$ cat src/rtl/flash_wrsr_pkg.sv
package flash_wrsr_pkg;

  localparam int BYTE_BITS = 8;
  localparam int FRAME_BITS = 2 * BYTE_BITS;
  localparam int CNT_W = $clog2(FRAME_BITS + 1);

  // Field positions inside the data byte
  localparam int LOCK_POS = 7;
  localparam int GLOB_HI = 5;
  localparam int GLOB_LO = 2;
  localparam int GLOB_W = GLOB_HI - GLOB_LO + 1;

  typedef struct packed {
    logic welClear;
    logic lockLoad;
    logic lockValue;
    logic protAll;
    logic unprotAll;
  } ctrlStrobe_t;

endpackage

$ cat src/rtl/wrsr_frame_ctrl.sv
module wrsr_frame_ctrl
  import flash_wrsr_pkg::*;
#(
  parameter logic [BYTE_BITS-1:0] OPCODE = 8'h01
) (
  input  logic        clk,
  input  logic        rstN,
  input  logic        spiSck,
  input  logic        spiCsN,
  input  logic        spiSi,
  input  logic        wpN,
  input  logic        lockNow,
  input  logic        welNow,
  output ctrlStrobe_t strobe
);

  logic sckPrev;
  logic csPrev;
  logic [CNT_W-1:0] bitCount;
  logic [BYTE_BITS-1:0] shiftReg;
  logic [BYTE_BITS-1:0] dataByte;
  logic opcodeOk;

  logic sckRise;
  logic csRise;
  logic frameOpen;
  logic [BYTE_BITS-1:0] shiftNext;

  assign frameOpen = (bitCount < CNT_W'(FRAME_BITS));
  assign sckRise = spiSck & ~sckPrev & ~spiCsN;
  assign csRise = spiCsN & ~csPrev;
  assign shiftNext = {shiftReg[BYTE_BITS-2:0], spiSi};

  always_ff @(posedge clk or negedge rstN) begin
    if (!rstN) begin
      sckPrev <= 1'b0;
      csPrev <= 1'b1;
    end else begin
      sckPrev <= spiSck;
      csPrev <= spiCsN;
    end
  end

  // Bit counter and shifter, cleared whenever select is high
  always_ff @(posedge clk or negedge rstN) begin
    if (!rstN) begin
      bitCount <= '0;
      shiftReg <= '0;
      dataByte <= '0;
      opcodeOk <= 1'b0;
    end else if (spiCsN) begin
      bitCount <= '0;
      opcodeOk <= 1'b0;
    end else if (sckRise && frameOpen) begin
      shiftReg <= shiftNext;
      bitCount <= bitCount + CNT_W'(1);
      if (bitCount == CNT_W'(BYTE_BITS - 1)) begin
        opcodeOk <= (shiftNext == OPCODE);
      end
      if (bitCount == CNT_W'(FRAME_BITS - 1)) begin
        dataByte <= shiftNext;
      end
    end
  end

  logic opcodeSeen;
  logic dataDone;
  logic wpBlocks;
  logic [GLOB_W-1:0] globField;

  assign opcodeSeen = opcodeOk && (bitCount >= CNT_W'(BYTE_BITS));
  assign dataDone = (bitCount == CNT_W'(FRAME_BITS));
  assign wpBlocks = ~wpN & ~dataByte[LOCK_POS];
  assign globField = dataByte[GLOB_HI:GLOB_LO];

  always_comb begin
    strobe = '0;
    if (csRise && opcodeSeen) begin
      strobe.welClear = 1'b1;
      if (dataDone && welNow && !wpBlocks) begin
        strobe.lockLoad = 1'b1;
        strobe.lockValue = dataByte[LOCK_POS];
        if (!lockNow) begin
          strobe.protAll = (globField == '1);
          strobe.unprotAll = (globField == '0);
        end
      end
    end
  end

  AST_CNT_BOUND: assert property (@(posedge clk) disable iff (!rstN)
    bitCount <= CNT_W'(FRAME_BITS));
  AST_CNT_CLEAR: assert property (@(posedge clk) disable iff (!rstN)
    spiCsN |=> (bitCount == '0));
  AST_GLOBAL_EXCL: assert property (@(posedge clk) disable iff (!rstN)
    $onehot0({strobe.protAll, strobe.unprotAll}));
  AST_LOAD_NEEDS_WEL: assert property (@(posedge clk) disable iff (!rstN)
    strobe.lockLoad |-> welNow);

endmodule

$ cat src/rtl/wrsr_status_regs.sv
module wrsr_status_regs
  import flash_wrsr_pkg::*;
#(
  parameter int SECTORS = 16
) (
  input  logic               clk,
  input  logic               rstN,
  input  ctrlStrobe_t        strobe,
  input  logic               welSetIn,
  input  logic               wpN,
  output logic               lockBit,
  output logic               welOut,
  output logic [SECTORS-1:0] sectorProt
);

  always_ff @(posedge clk or negedge rstN) begin
    if (!rstN) begin
      lockBit <= 1'b0;
    end else if (strobe.lockLoad) begin
      lockBit <= strobe.lockValue;
    end
  end

  always_ff @(posedge clk or negedge rstN) begin
    if (!rstN) begin
      welOut <= 1'b0;
    end else if (strobe.welClear) begin
      welOut <= 1'b0;
    end else if (welSetIn) begin
      welOut <= 1'b1;
    end
  end

  for (genvar s = 0; s < SECTORS; s++) begin : gSector
    always_ff @(posedge clk or negedge rstN) begin
      if (!rstN) begin
        sectorProt[s] <= 1'b0;
      end else if (strobe.protAll) begin
        sectorProt[s] <= 1'b1;
      end else if (strobe.unprotAll) begin
        sectorProt[s] <= 1'b0;
      end
    end
  end

  AST_WEL_CLEARED: assert property (@(posedge clk) disable iff (!rstN)
    strobe.welClear |=> !welOut);
  AST_WEL_SET: assert property (@(posedge clk) disable iff (!rstN)
    (welSetIn && !strobe.welClear) |=> welOut);
  AST_WP_HOLDS_LOCK: assert property (@(posedge clk) disable iff (!rstN)
    (!wpN && lockBit) |=> lockBit);
  AST_LOCK_FREEZES_VEC: assert property (@(posedge clk) disable iff (!rstN)
    lockBit |=> $stable(sectorProt));
  AST_NO_WEL_NO_CHANGE: assert property (@(posedge clk) disable iff (!rstN)
    !welOut |=> ($stable(lockBit) && $stable(sectorProt)));

endmodule

$ cat src/rtl/flash_wrsr_top.sv
module flash_wrsr_top
  import flash_wrsr_pkg::*;
#(
  parameter int SECTORS = 16,
  parameter logic [7:0] OPCODE = 8'h01
) (
  input  logic               clk,
  input  logic               rstN,
  input  logic               spiSck,
  input  logic               spiCsN,
  input  logic               spiSi,
  input  logic               wpN,
  input  logic               welSetIn,
  output logic               lockBit,
  output logic               welOut,
  output logic [SECTORS-1:0] sectorProt
);

  ctrlStrobe_t strobe;

  wrsr_frame_ctrl #(
    .OPCODE(OPCODE)
  ) ctrl_i (
    .clk(clk),
    .rstN(rstN),
    .spiSck(spiSck),
    .spiCsN(spiCsN),
    .spiSi(spiSi),
    .wpN(wpN),
    .lockNow(lockBit),
    .welNow(welOut),
    .strobe(strobe)
  );

  wrsr_status_regs #(
    .SECTORS(SECTORS)
  ) regs_i (
    .clk(clk),
    .rstN(rstN),
    .strobe(strobe),
    .welSetIn(welSetIn),
    .wpN(wpN),
    .lockBit(lockBit),
    .welOut(welOut),
    .sectorProt(sectorProt)
  );

endmodule

$ cat config.mk
export PLATFORM = sky130hd
export DESIGN_NAME = flash_wrsr_top
export DESIGN_NICKNAME = d
export VERILOG_FILES = /design/src/rtl/flash_wrsr_pkg.sv /design/src/rtl/wrsr_frame_ctrl.sv /design/src/rtl/wrsr_status_regs.sv /design/src/rtl/flash_wrsr_top.sv
export SDC_FILE = /design/constraint.sdc
export NUM_CORES = 1
export LEC_CHECK = 0
export BUFFER_PORTS_ARGS = -buffer_cell sky130_fd_sc_hd__buf_2
export CORE_MARGIN = 1
export CORE_UTILIZATION = 40
export DETAILED_ROUTE_END_ITERATION = 16
export GPL_ROUTABILITY_DRIVEN = 0
export PLACE_DENSITY = 0.63
export SLEW_MARGIN = 15
export SYNTH_ARGS = -nofsm -noshare
export SYNTH_HDL_FRONTEND = slang
export SYNTH_SLANG_ARGS = --single-unit
$ cat constraint.sdc
create_clock -name clk -period 1.5 [get_ports clk]
set_input_delay 0.45 -clock clk [delete_from_list [all_inputs] [get_ports clk]]
set_output_delay 0.45 -clock clk [all_outputs]
set_load 0.05 [all_outputs]
# Word level (Yosys, flattened, before mapping)
# Cells that the tools add are included.
totals:
  regBits: 26
  output_inout_bits: 18
  word_cells: 52
classes:
  n_lt_le_gt_ge: 2
  bitwise: 9
  n_mux: 12
  n_eq_ne: 5
  n_reduce_logical: 14
  add_sub_neg: 1
ops:
  columns: ["operator", "count"]
  rows:
  - ["2-to-1 mux 5 bit", 3]
  - ["== test 8 x 1 -> 1 bit, second input constant", 1]
  - ["nonzero test 2 bit", 4]
  - ["2-to-1 mux 1 bit", 7]
  - ["adder 5 x 1 -> 5 bit, second input constant", 1]
  - ["== test 5 x 3 -> 1 bit, second input constant", 1]
  - ["== test 5 x 4 -> 1 bit, second input constant", 1]
  - ["== test 5 bit, second input constant", 1]
  - [">= comparator 5 x 4 -> 1 bit, second input constant", 1]
  - ["logical AND 1 bit", 5]
  - ["less-than comparator 5 bit, second input constant", 1]
  - ["inverter 1 bit", 5]
  - ["bitwise AND 1 bit", 4]
  - ["== test 4 bit, second input constant", 1]
  - ["logical NOT 4 bit", 1]
  - ["2-to-1 mux 4 bit", 1]
  - ["AND reduction 2 bit", 2]
  - ["AND reduction 3 bit", 1]
  - ["2-to-1 mux 2 bit", 1]
  - ["logical NOT 1 bit", 1]

# Logic depth before layout (Yosys ltp)
# Gate-level depths: netlist of run 1.
logic_depth:
  word_depth: 8
  mapped_depth: 5

# Hierarchy
# Synthesis of run 1 repeated with hierarchy kept, for this count alone.
unflattened:
  cells_unflattened: 113
  hier_area_um2: 1151.1
modules_own_cells:
  columns: ["module", "n_inst", "cells_per_inst", "seq_area_each_um2", "area_per_inst_um2"]
  rows:
  - ["wrsr_frame_ctrl", 1, 90, 501.7, 929.6]
  - ["wrsr_status_regs", 1, 23, 75.1, 221.5]

# Worst setup path before layout of run 1
# No wires, ideal clock.
synth_timing:
  path_type: "input to register"
  from: "input port spiCsN"
  to: "register ctrl_i.dataByte[2]"
  required_time_ns: 1.375
  n_path_buf: 1
  cell_stages: 4
  setup_slack_ns: -0.144
  arrival_ns: 1.519
  setup_time_ns: 0.125
  path_cell_list: "buf_6 nor4b_4 nand2_4 mux2_2"
synth_between:
  elab_chain_len: 4
synth_rtl:
  columns: ["element", "line", "source"]
  rows:
  - ["from (decl)", "flash_wrsr_top.sv:10", "input logic spiCsN,"]
  - ["inverter 1 bit (no source line) (*)", null, null]
  - ["bitwise AND 1 bit", "wrsr_frame_ctrl.sv:30", "assign sckRise = spiSck & ~sckPrev & ~spiCsN;"]
  - ["logical AND 1 bit", "wrsr_frame_ctrl.sv:54", "end else if (sckRise && frameOpen) begin"]
  - ["AND reduction 3 bit (no source line) (*)", null, null]
  - ["to (signal assigned)", "wrsr_frame_ctrl.sv:61", "dataByte <= shiftNext;"]
  - ["to (decl)", "wrsr_frame_ctrl.sv:21", "logic [BYTE_BITS-1:0] dataByte;"]
# Every way passes the cells marked *; elsewhere a longest branch is shown, timed or not.
# A chain may end at the register's enable or synchronous reset.

==> results.md, run 1 <==
- Setup TNS: -572 ps
- PD cells: 759 mW/mm²
- Fin cells: 158
- CTS Buf Count: 3
- Reg-to-Reg Start: ctrl_i.bitCount[1]
- Seq/Total Area, Yosys: 0.495
- Post-DP HPWL: 1.34 mm
- Leak pwr: 0.772 nW
- Fmax: 646 MHz
- Netlist Area Pre-Place: 0.00117 mm²
- Finish-stage setup viols: 16
- Skew final: 7.75 ps
- Yosys reg bits: 23
- Syn nets: 105
- Via density: 5.07
- Post-route cell area: 0.00165 mm²
- Yosys top cell area share: 0.472
- Final antenna-violating net count: 0
- Asr flop ratio synth: 1.00
- Number of I/O port buffers: 24
- Area grow syn2layout: 41.6%
- Detailed Route Iter0 Violations: 12
- Hold slack: 79.8 ps
- Critical path class: reg2out
- DRC Markers: 0
- Worst setup margin: -47.6 ps
- First-pass GRT wire length: 3.53 mm
- Starting Density: 0.423
- Crit path required time: 1050 ps
- # placed instances: 142
- Vias in the first global route: 781
- Grt ovf: 0
- FP Rows: 19
- CP Launch Point: regs_i.sectorProt[13]
- Synth Flop Type: dfrtp_1
- Hold Buf Count CTS: 0
- Root Buffer: clkbuf_4
- Hold Crit Class: in2async
- Chip width: 56.0 µm
- Number of fillers in the final layout: 213
- Post-Syn Area per Cell: 12.3 µm²
- Fin util: 0.599
- I/O Pins: 25
- Status: finished, violations left
- Max FO, Critical Path: 4
- CTS Sinks: 23
- RSZ-0062 raised after global routing: true
- First drt pass iteration count: 3
- Clock-pin transition on the worst setup and hold timing paths: 130 ps
- Largest cells by area after synthesis: dfrtp_1, mux2_2, buf_4
- Share of cells above drive strength 1: 0.638
- Setup crit end kind: primary output
- Largest net degree at the start of global routing: 24
- Die Area: 0.00314 mm²
- CTS tree: yes
- Netlist cell types: 33
- Hold Vio Cnt, Final: 0
- Pins Over Slew Limit: 0
- Total wire length: 2.15 mm
- Clock Tree Buf Depth: 2
- Total GRT Usage: 0.144
- Max_cap viols: 0
- Reg area: 579 µm²
- Tmin final: 1550 ps
- Final worst path period share: 1.03
- Diode count: 0
- Latest clock arrival within the worst-skew pair: 310 ps
- Routed len/inst: 13.6 µm
- Area after DPL: 0.00128 mm²
- Vias: 801
- Final #Nets: 138
- Area leader, netlist: dfrtp_1
- Die H: 56.0 µm
- Antenna violations before repair: 0
- H-tree Lvls: 1
- Failing checks: negative setup slack
- Worst slew pin tran: 503 ps
- Ys Warns: 0
- Multi-input gate area: 542 µm²
- Cells after Synth: 95
- Worst reg-to-reg path cell count: 5
- Worst vdd ir: 0.637 mV
- Core ar.: 0.00276 mm²
- Relative slew slack: 0.664
- Post-synth EDFFs: 0
- CP arrival: 1100 ps
- Worst Setup Start Kind: register
-- critical path, stage by stage, from the launching register on --
cell	delay, ps
dfrtp_2	470
clkbuf_16	170
buf_8	140
-- synthesized netlist by cell type (2+ instances only) --
cell	instances
dfrtp_1	22
buf_4	15
mux2_2	14
nor2_1	4
a21oi_1	3
ha_1	3
inv_1	3
nand2_1	2
nand4_1	2
nor4_1	2
nor4bb_1	2
o21ai_0	2
-- area by class of cell --
| type | count | share of cell area |
|---|---|---|
| Multi-Input combinational cell | 52 | 0.328 |
| Inverter | 3 | 0.00682 |
| Tap cell | 31 | 0.0235 |
| Sequential cell | 23 | 0.351 |
| Clock inverter | 1 | 0.00303 |
| Timing Repair Buffer | 45 | 0.274 |
| Clock buffer | 3 | 0.0136 |
-- flip-flops by register name, summed over array words and instances, names as in the netlist --
register	count
ctrl_i.sckPrev	1
ctrl_i.csPrev	1
regs_i.sectorProt	1
regs_i.welOut	1
ctrl_i.dataByte	5
ctrl_i.bitCount	5
regs_i.lockBit	1
ctrl_i.opcodeOk	1
ctrl_i.shiftReg	7
-- final timing paths --
kind / end / slack [ps]
max: sectorProt[3] / -50
min: regs_i.welOut / 80
max reg2reg: ctrl_i.dataByte[3] / 0
min reg2reg: regs_i.welOut / 550
max in group asynchronous: ctrl_i.bitCount[4] / 1060
min in group clk: ctrl_i.opcodeOk / 360
-- metal layers --
layer	vias to the layer above	GRT usage	share of wire
li1	388	-	-
met1	384	0.168	0.44
met2	25	0.260	0.51
met3	4	0.0233	0.032
met4	0	0.0627	0.013
met5	-	0	0
-- cell families (layout without fill, tap and decap cells) --
| group | count (synthesis) | in the layout | synth area share |
|---|---|---|---|
| and+or+nand+nor | 25 | 25 | 0.158 |
| xor gates and xnor gates | 1 | 1 | 0.00751 |
| muxes | 15 | 15 | 0.144 |
| DFF | 23 | 23 | 0.495 |
| adders and majority gates | 3 | 3 | 0.0322 |
| AOI/OAI and AO/OA | 8 | 8 | 0.0451 |
| buffers and inverters | 20 | 52 | 0.119 |
-- where the power goes --
group	switching, W	internal [W]
logic	0.0000655	0.000121
registers	0.0000755	0.000705
clock network	0.000186	0.0000996
total	0.000327	0.000926
-- stage by stage --
| stage | power [W] | worst slack (ps) |
|---|---|---|
| 2_1_floorplan | 0.000880 | -89.5 |
| 3_3_place_gp | 0.000942 | -45.2 |
| 3_5_place_dp | 0.000949 | -86.4 |
| 4_1_cts | 0.00125 | -45.6 |
| 5_1_grt | 0.00133 | -86.9 |
| 6_report | 0.00125 | -47.6 |
-- cells in the final DEF (no fill, tap or decap), types with 2 or more instances in the layout --
cell type  count
buf_8          9
ha_4           2
nand2_1        2
o21ai_0        2
buf_6         10
dfrtp_1       20
inv_2          2
nor2_1         4
a21oi_1        2
dfrtp_2        2
clkbuf_4       3
buf_2          8
nand4_1        2
mux2_4         5
mux2_2         9
buf_4         16
-- what timing repair did --
| item | 4_1_cts | 5_1_grt |
|---|---|---|
| gates cloned | 0 | 1 |
| setup buffers | 11 | 1 |
| pin swaps | 3 | 5 |
| gates resized for setup | 35 | 31 |
| setup endpoints to repair | 23 | 26 |
Note: power is estimated with default switching activity, not from simulation.
==> inputs of run 2 (changes only) <==
Settings changed: CORE_ASPECT_RATIO set to 1.2.
==> run 2 against run 1 <==
The flow still finishes with violations (negative setup slack). Fmax up 1.9%. Via count down 0.25%. First-iteration DRC count up 25%. Combinational power fell by 8%. Largest power group unchanged. Clock power rose by 5%. Clock skew down 4.2 ps. Final cell count is 1.9% lower.
==> results.md, run 2 (synthesized netlist as in run 1, its figures left out) <==
- Status: finished, violations left
- Fin cells: 155 (-1.9%)
- Final worst path period share: 1.01 (-0.0191)
- Root Buffer: clkbuf_4
- Vias: 799 (-0.25%)
- Most used cell, CP: buf_6
- First-pass GRT wire length: 3.55 mm (+0.59%)
- Share of cells above drive strength 1: 0.587 (-0.0510)
- Clock Tree Buf Depth: 2 (unchanged)
- Max reg flops: 7 (unchanged)
- Max FO, Critical Path: 9 (+5)
- Latest clock arrival within the worst-skew pair: 320 ps (about the same)
- Routed len/inst: 14.5 µm (+6.3%)
- Setup crit end kind: primary output
- CTS Sinks: 23 (unchanged)
- Commonest non-fill, non-tap cell in the layout: dfrtp_1
- Antenna violations before repair: 0 (unchanged)
- Worst Setup Start Kind: register
- CP max-delay cell: dfrtp_2
- RSZ-0062 raised after global routing: true
- Total wire length: 2.25 mm (+4.3%)
- Pins Over Slew Limit: 0 (unchanged)
- Grt ovf: 0 (unchanged)
- Tmin final: 1520 ps (-28.7 ps)
- Area grow syn2layout: 34.4%
- CTS tree: yes
- I/O Pins: 25 (unchanged)
- # placed instances: 145 (+2.1%)
- Max_cap viols: 0 (unchanged)
- Multi-input gate area: 531 µm² (-2.1%)
- Number of fillers in the final layout: 239 (+12%)
- Hold Vio Cnt, Final: 0 (unchanged)
- Critical path class: reg2out
- Failing checks: negative setup slack
- Hold Crit Class: in2async
- Clock-pin transition on the worst setup and hold timing paths: 130 ps (about the same)
- Setup TNS: -248 ps (+325 ps)
- Worst path cell trace: buf_6 -> buf_6
- Via density: 5.15 (+1.7%)
- Vias in the first global route: 752 (-3.7%)
- DRC Markers: 0 (unchanged)
- Final antenna-violating net count: 0 (unchanged)
- PD cells: 803 mW/mm² (+5.8%)
- Diode count: 0 (unchanged)
- Total GRT Usage: 0.156 (+0.0111)
- H-tree Lvls: 1 (unchanged)
- Biggest registers after layout: ctrl_i.shiftReg: 7 flops, ctrl_i.bitCount: 5 flops, ctrl_i.dataByte: 5 flops
- Final #Nets: 132 (-4.3%)
- Most flops, register: ctrl_i.shiftReg
- Relative slew slack: 0.658 (-0.00651)
- Starting Density: 0.419 (-0.00418)
- CTS Buf Count: 3 (unchanged)
- CP arrival: 1070 ps (-30 ps)
- Number of I/O port buffers: 24 (unchanged)
- First drt pass iteration count: 4 (+1)
- Leak pwr: 0.707 nW (-8.4%)
- Chip width: 51.3 µm (-8.4%)
- Post-DP HPWL: 1.39 mm (+3.2%)
- Worst setup margin: -18.9 ps (+28.7 ps)
- Fmax: 658 MHz (+1.9%)
- Finish-stage setup viols: 16 (unchanged)
- Die H: 61.1 µm (+9.2%)
- Skew final: 3.51 ps (-4.25 ps)
- Hold Buf Count CTS: 0 (unchanged)
- Die Area: 0.00314 mm² (about the same)
- FP Rows: 21 (+2)
- Worst reg-to-reg path cell count: 5 (unchanged)
- Crit path required time: 1050 ps (about the same)
- Slowest stage delay, CP: 440 ps (-30 ps)
- Worst vdd ir: 0.406 mV (-36%)
- Worst slew pin tran: 513 ps (+9.77 ps)
- Commonest non-fill, non-tap cells in the layout: dfrtp_1, buf_6, buf_4
- Detailed Route Iter0 Violations: 15 (+3)
- Reg area: 579 µm² (unchanged)
- Fin util: 0.563 (-0.0360)
- Core ar.: 0.00279 mm² (+1.0%)
- Largest net degree at the start of global routing: 24 (unchanged)
[run 2: metrics by stage]
step,power (W),worst slack (ps),area [µm²],hold slack [ps]
3_3_place_gp,0.000950,-43.1,1280,444
3_5_place_dp,0.000963,-51.0,1280,447
6_report,0.00126,-18.9,1570,78.8
4_1_cts,0.00127,-61.4,1460,83.0
5_1_grt,0.00133,-65.4,1570,105
2_1_floorplan,0.000880,-89.5,1170,154
[run 2: repair_timing]
action | in CTS | in global routing
endpoints found under the hold margin | 0 | 0
gates resized for setup | 38 | 21
cloned | 0 | 0
setup endpoints to repair | 22 | 27
pin swaps | 2 | 3
setup buffers | 3 | 3
[run 2: layer usage]
metal	track usage	share of wire	vias up
met3	0.0222	0.029	4
met1	0.183	0.42	392
met4	0.0811	0.015	0
met2	0.278	0.54	22
li1	-	-	381
met5	0	0	-
[run 2: layout make-up]
cell class	instances	share of cell area
inverters	3	0.00718
well taps	34	0.0271
multi-input cells	52	0.338
clock inverters	1	0.00479
repair buffers	39	0.239
clock buffers	3	0.0144
flip-flops and latches	23	0.370
[run 2: path summary, 6_finish.rpt]
path                                      end             startpoint  slack (ps)
hold / removal             ctrl_i.dataByte[4]                   rstN          80
min in group clk               ctrl_i.sckPrev                 spiSck         360
setup / recovery               sectorProt[14]  regs_i.sectorProt[13]         -20
hold reg to reg                 regs_i.welOut          regs_i.welOut         550
max in group asynchronous  ctrl_i.bitCount[4]                   rstN        1060
setup reg to reg           ctrl_i.dataByte[4]     ctrl_i.bitCount[1]          30
[run 2: report_power, final]
| part | leakage, nW | internal, W | switching (W) | total [W] |
|---|---|---|---|---|
| clock network | 0.0139 | 0.000102 | 0.000197 | 0.000299 |
| logic | 0.398 | 0.000105 | 0.0000666 | 0.000172 |
| registers | 0.295 | 0.000705 | 0.0000819 | 0.000787 |
[run 2: worst max-delay path: cells and delay by family, from the launching register on]
family	cells	cell delay [ps]
buffers and inverters	2	300
flip-flops	1	440
==> inputs of run 3 (changes only) <==
Settings changed: ABC_AREA set to 1, CORE_UTILIZATION 40 to 48, PLACE_DENSITY 0.63 to 0.73.
==> run 3 against run 2 <==
The run now ends clean. Via count grew 17%. Combinational power is 7% higher. Hold slack better by 11 ps. First-iteration DRC count unchanged. Critical path depth unchanged. Core utilization grew 4.9 points. Global-route usage grew 1.8 points. Register-to-register slack improved by 100 ps. Final area is 8.1% lower. Sequential power shrank 10%. Die area down 12%. Critical endpoint is now sectorProt[5]. Highest routed layer unchanged.
==> results.md, run 3 <==
- Status: completed
- Final #Nets: 172 (+30%)
- Via density: 4.88 (-5.4%)
- Latest clock arrival within the worst-skew pair: 310 ps (about the same)
- Yosys top cell area share: 0.451 (-0.0208)
- H-tree Lvls: 1 (unchanged)
- # placed instances: 185 (+28%)
- Worst reg-to-reg path cell count: 7 (+2)
- Core ar.: 0.00235 mm² (-15%)
- Fmax: 668 MHz (+1.5%)
- Multi-input gate area: 428 µm² (-19%)
- Largest cells by area after synthesis: dfrtp_1, buf_4, nand2_1
- Total GRT Usage: 0.174 (+0.0182)
- Vias: 936 (+17%)
- DRC Markers: 0 (unchanged)
- Final worst path period share: 0.998 (-0.0150)
- Setup crit end kind: primary output
- Max FO, Critical Path: 9 (unchanged)
- Pins Over Slew Limit: 0 (unchanged)
- CTS Buf Count: 3 (unchanged)
- Worst Setup Start Kind: register
- Hold Buf Count CTS: 0 (unchanged)
- Asr flop ratio synth: 1.00 (unchanged)
- Vias in the first global route: 836 (+11%)
- Seq/Total Area, Yosys: 0.473 (-0.0218)
- Most frequent cell after synthesis: nand2_1
- I/O Pins: 25 (unchanged)
- Synth top cells by count: nand2_1, dfrtp_1, inv_1
- Reg area: 578 µm² (-0.22%)
- Chip width: 48.0 µm (-6.4%)
- Cells after Synth: 145 (+53%)
- Total wire length: 2.08 mm (-7.3%)
- Syn nets: 155 (+48%)
- Grt ovf: 0 (unchanged)
- Final antenna-violating net count: 0 (unchanged)
- Area leader, netlist: dfrtp_1
- Hold slack: 89.8 ps (+11.0 ps)
- Critical path class: reg2out
- Main combinational cell family by area after synthesis: simple AND/OR/NAND/NOR gates
- Mux cell area share after synthesis: 0 (-0.144)
- Worst setup margin: 3.56 ps (+22.5 ps)
- Clock Tree Buf Depth: 2 (unchanged)
- Synth Flop Type: dfrtp_1
- Netlist cell types: 20 (-39%)
- Post-synth EDFFs: 0 (unchanged)
- Adder-Cell Fraction of Synth Area: 0.0308 (-0.00142)
- Root Buffer: clkbuf_4
- Area grow syn2layout: 18.1%
- RSZ-0062 raised after global routing: true
- Max_cap viols: 0 (unchanged)
- Total power: 0.00117 W (-7.1%)
- CTS Sinks: 23 (unchanged)
- CTS tree: yes
- Yosys reg bits: 23 (unchanged)
- Hold Crit Class: in2async
- Number of fillers in the final layout: 211 (-12%)
- Worst slew pin tran: 508 ps (-4.95 ps)
- Max reg flops: 7 (unchanged)
- Detailed Route Iter0 Violations: 15 (unchanged)
- Fin util: 0.612 (+0.0490)
- Number of I/O port buffers: 24 (unchanged)
- Worst vdd ir: 0.580 mV (+43%)
- Antenna violations before repair: 0 (unchanged)
- Fin cells: 192 (+24%)
- Commonest non-fill, non-tap cell in the layout: nand2_1
- Finish-stage setup viols: 0 (-16)
- Xor-xnor portion of the synthesized cell area: 0 (-0.00751)
- Crit path required time: 1050 ps (about the same)
- First drt pass iteration count: 4 (unchanged)
- Skew final: 4.84 ps (+1.34 ps)
- Commonest non-fill, non-tap cells in the layout: nand2_1, inv_1, dfrtp_1
- CP arrival: 1050 ps (-20 ps)
- Die H: 57.2 µm (-6.4%)
- Relative slew slack: 0.661 (+0.00330)
- Synth Area in Simple Gates: 0.232 (+0.0741)
- Starting Density: 0.518 (+0.0997)
- First-pass GRT wire length: 3.42 mm (-3.9%)
- Routed len/inst: 10.8 µm (-25%)
- Largest net degree at the start of global routing: 24 (unchanged)
- PD cells: 812 mW/mm² (+1.1%)
- Tmin final: 1500 ps (-22.5 ps)
- Post-synthesis compound-gate area fraction: 0.0882 (+0.0431)
- Setup WS pre-CTS: 115 ps (+165 ps)
- Leak pwr: 0.728 nW (+3.0%)
- Share of cells above drive strength 1: 0.280 (-0.307)
- Ys Warns: 0 (unchanged)
- Post-Syn Area per Cell: 8.41 µm² (-31%)
- Clock-pin transition on the worst setup and hold timing paths: 120 ps (about the same)
- FP Rows: 19 (-9.5%)
- Biggest registers after layout: ctrl_i.shiftReg: 7 flops, ctrl_i.bitCount: 5 flops, ctrl_i.dataByte: 5 flops
- Hold Vio Cnt, Final: 0 (unchanged)
- Post-DP HPWL: 1.48 mm (+7.1%)
- Die Area: 0.00275 mm² (-12%)
- Most flops, register: ctrl_i.shiftReg
- Diode count: 0 (unchanged)
- Netlist Area Pre-Place: 0.00122 mm² (+4.6%)
[run 3: cell types whose count changed after synthesis, moves of 6 or more]
| cell | previous run | this run |
|---|---|---|
| inv_1 | 3 | 22 |
| mux2_2 | 14 | 0 |
| nand2_1 | 2 | 30 |
| nand3_1 | 1 | 11 |
| nor2_1 | 4 | 17 |
| o21ai_1 | 0 | 6 |
| o21ai_2 | 0 | 7 |
[run 3: worst max-delay path: stages, from the launching register on]
cell and delay (ps):
dfrtp_2 430, buf_6 150, buf_6 150
[run 3: cells by family after synthesis]
family,Yosys count
fa+ha+maj,3
buf+inv,39
compound gates,16
simple gates,64
flops,23
[run 3: repair_timing]
item	CTS	global route
gates resized for setup	18	20
pin swaps	0	0
buffers inserted	2	1
endpoints found under the setup margin	16	21
hold endpoints to repair	0	0
gates cloned	0	0
[run 3: final timing paths]
kind	slack (ps)	from	to
max	4	regs_i.sectorProt[13]	sectorProt[5]
min	90	rstN	ctrl_i.bitCount[1]
max reg2reg	130	ctrl_i.bitCount[0]	ctrl_i.dataByte[7]
min reg2reg	500	ctrl_i.shiftReg[6]	ctrl_i.shiftReg[6]
max in group asynchronous	1030	rstN	regs_i.sectorProt[13]
min in group clk	250	spiSck	ctrl_i.sckPrev
[run 3: layout make-up]
type	instances	share of cell area
multi-input combinational	83	0.297
tap	31	0.0269
clock buffer	4	0.0182
inverter	23	0.0634
timing repair buffer	28	0.193
sequential	23	0.401
[run 3: where the power goes]
| group | internal (W) | switching, W | total [W] |
|---|---|---|---|
| Sequential | 0.000673 | 0.0000325 | 0.000705 |
| Clock | 0.000104 | 0.000176 | 0.000280 |
| Combinational | 0.0000693 | 0.000114 | 0.000184 |
[run 3: per-layer routing]
metal,wire [µm],track usage
met1,994,0.237
met2,971,0.274
met3,83,0.0190
met4,33,0.0714
met5,0,0
[run 3: per-stage QoR]
step / area, µm² / TNS (ps)
2_1_floorplan: 1220 / 0
4_1_cts: 1360 / -412
3_3_place_gp: 1280 / 0
6_report: 1440 / 0
3_5_place_dp: 1280 / 0
5_1_grt: 1440 / -478
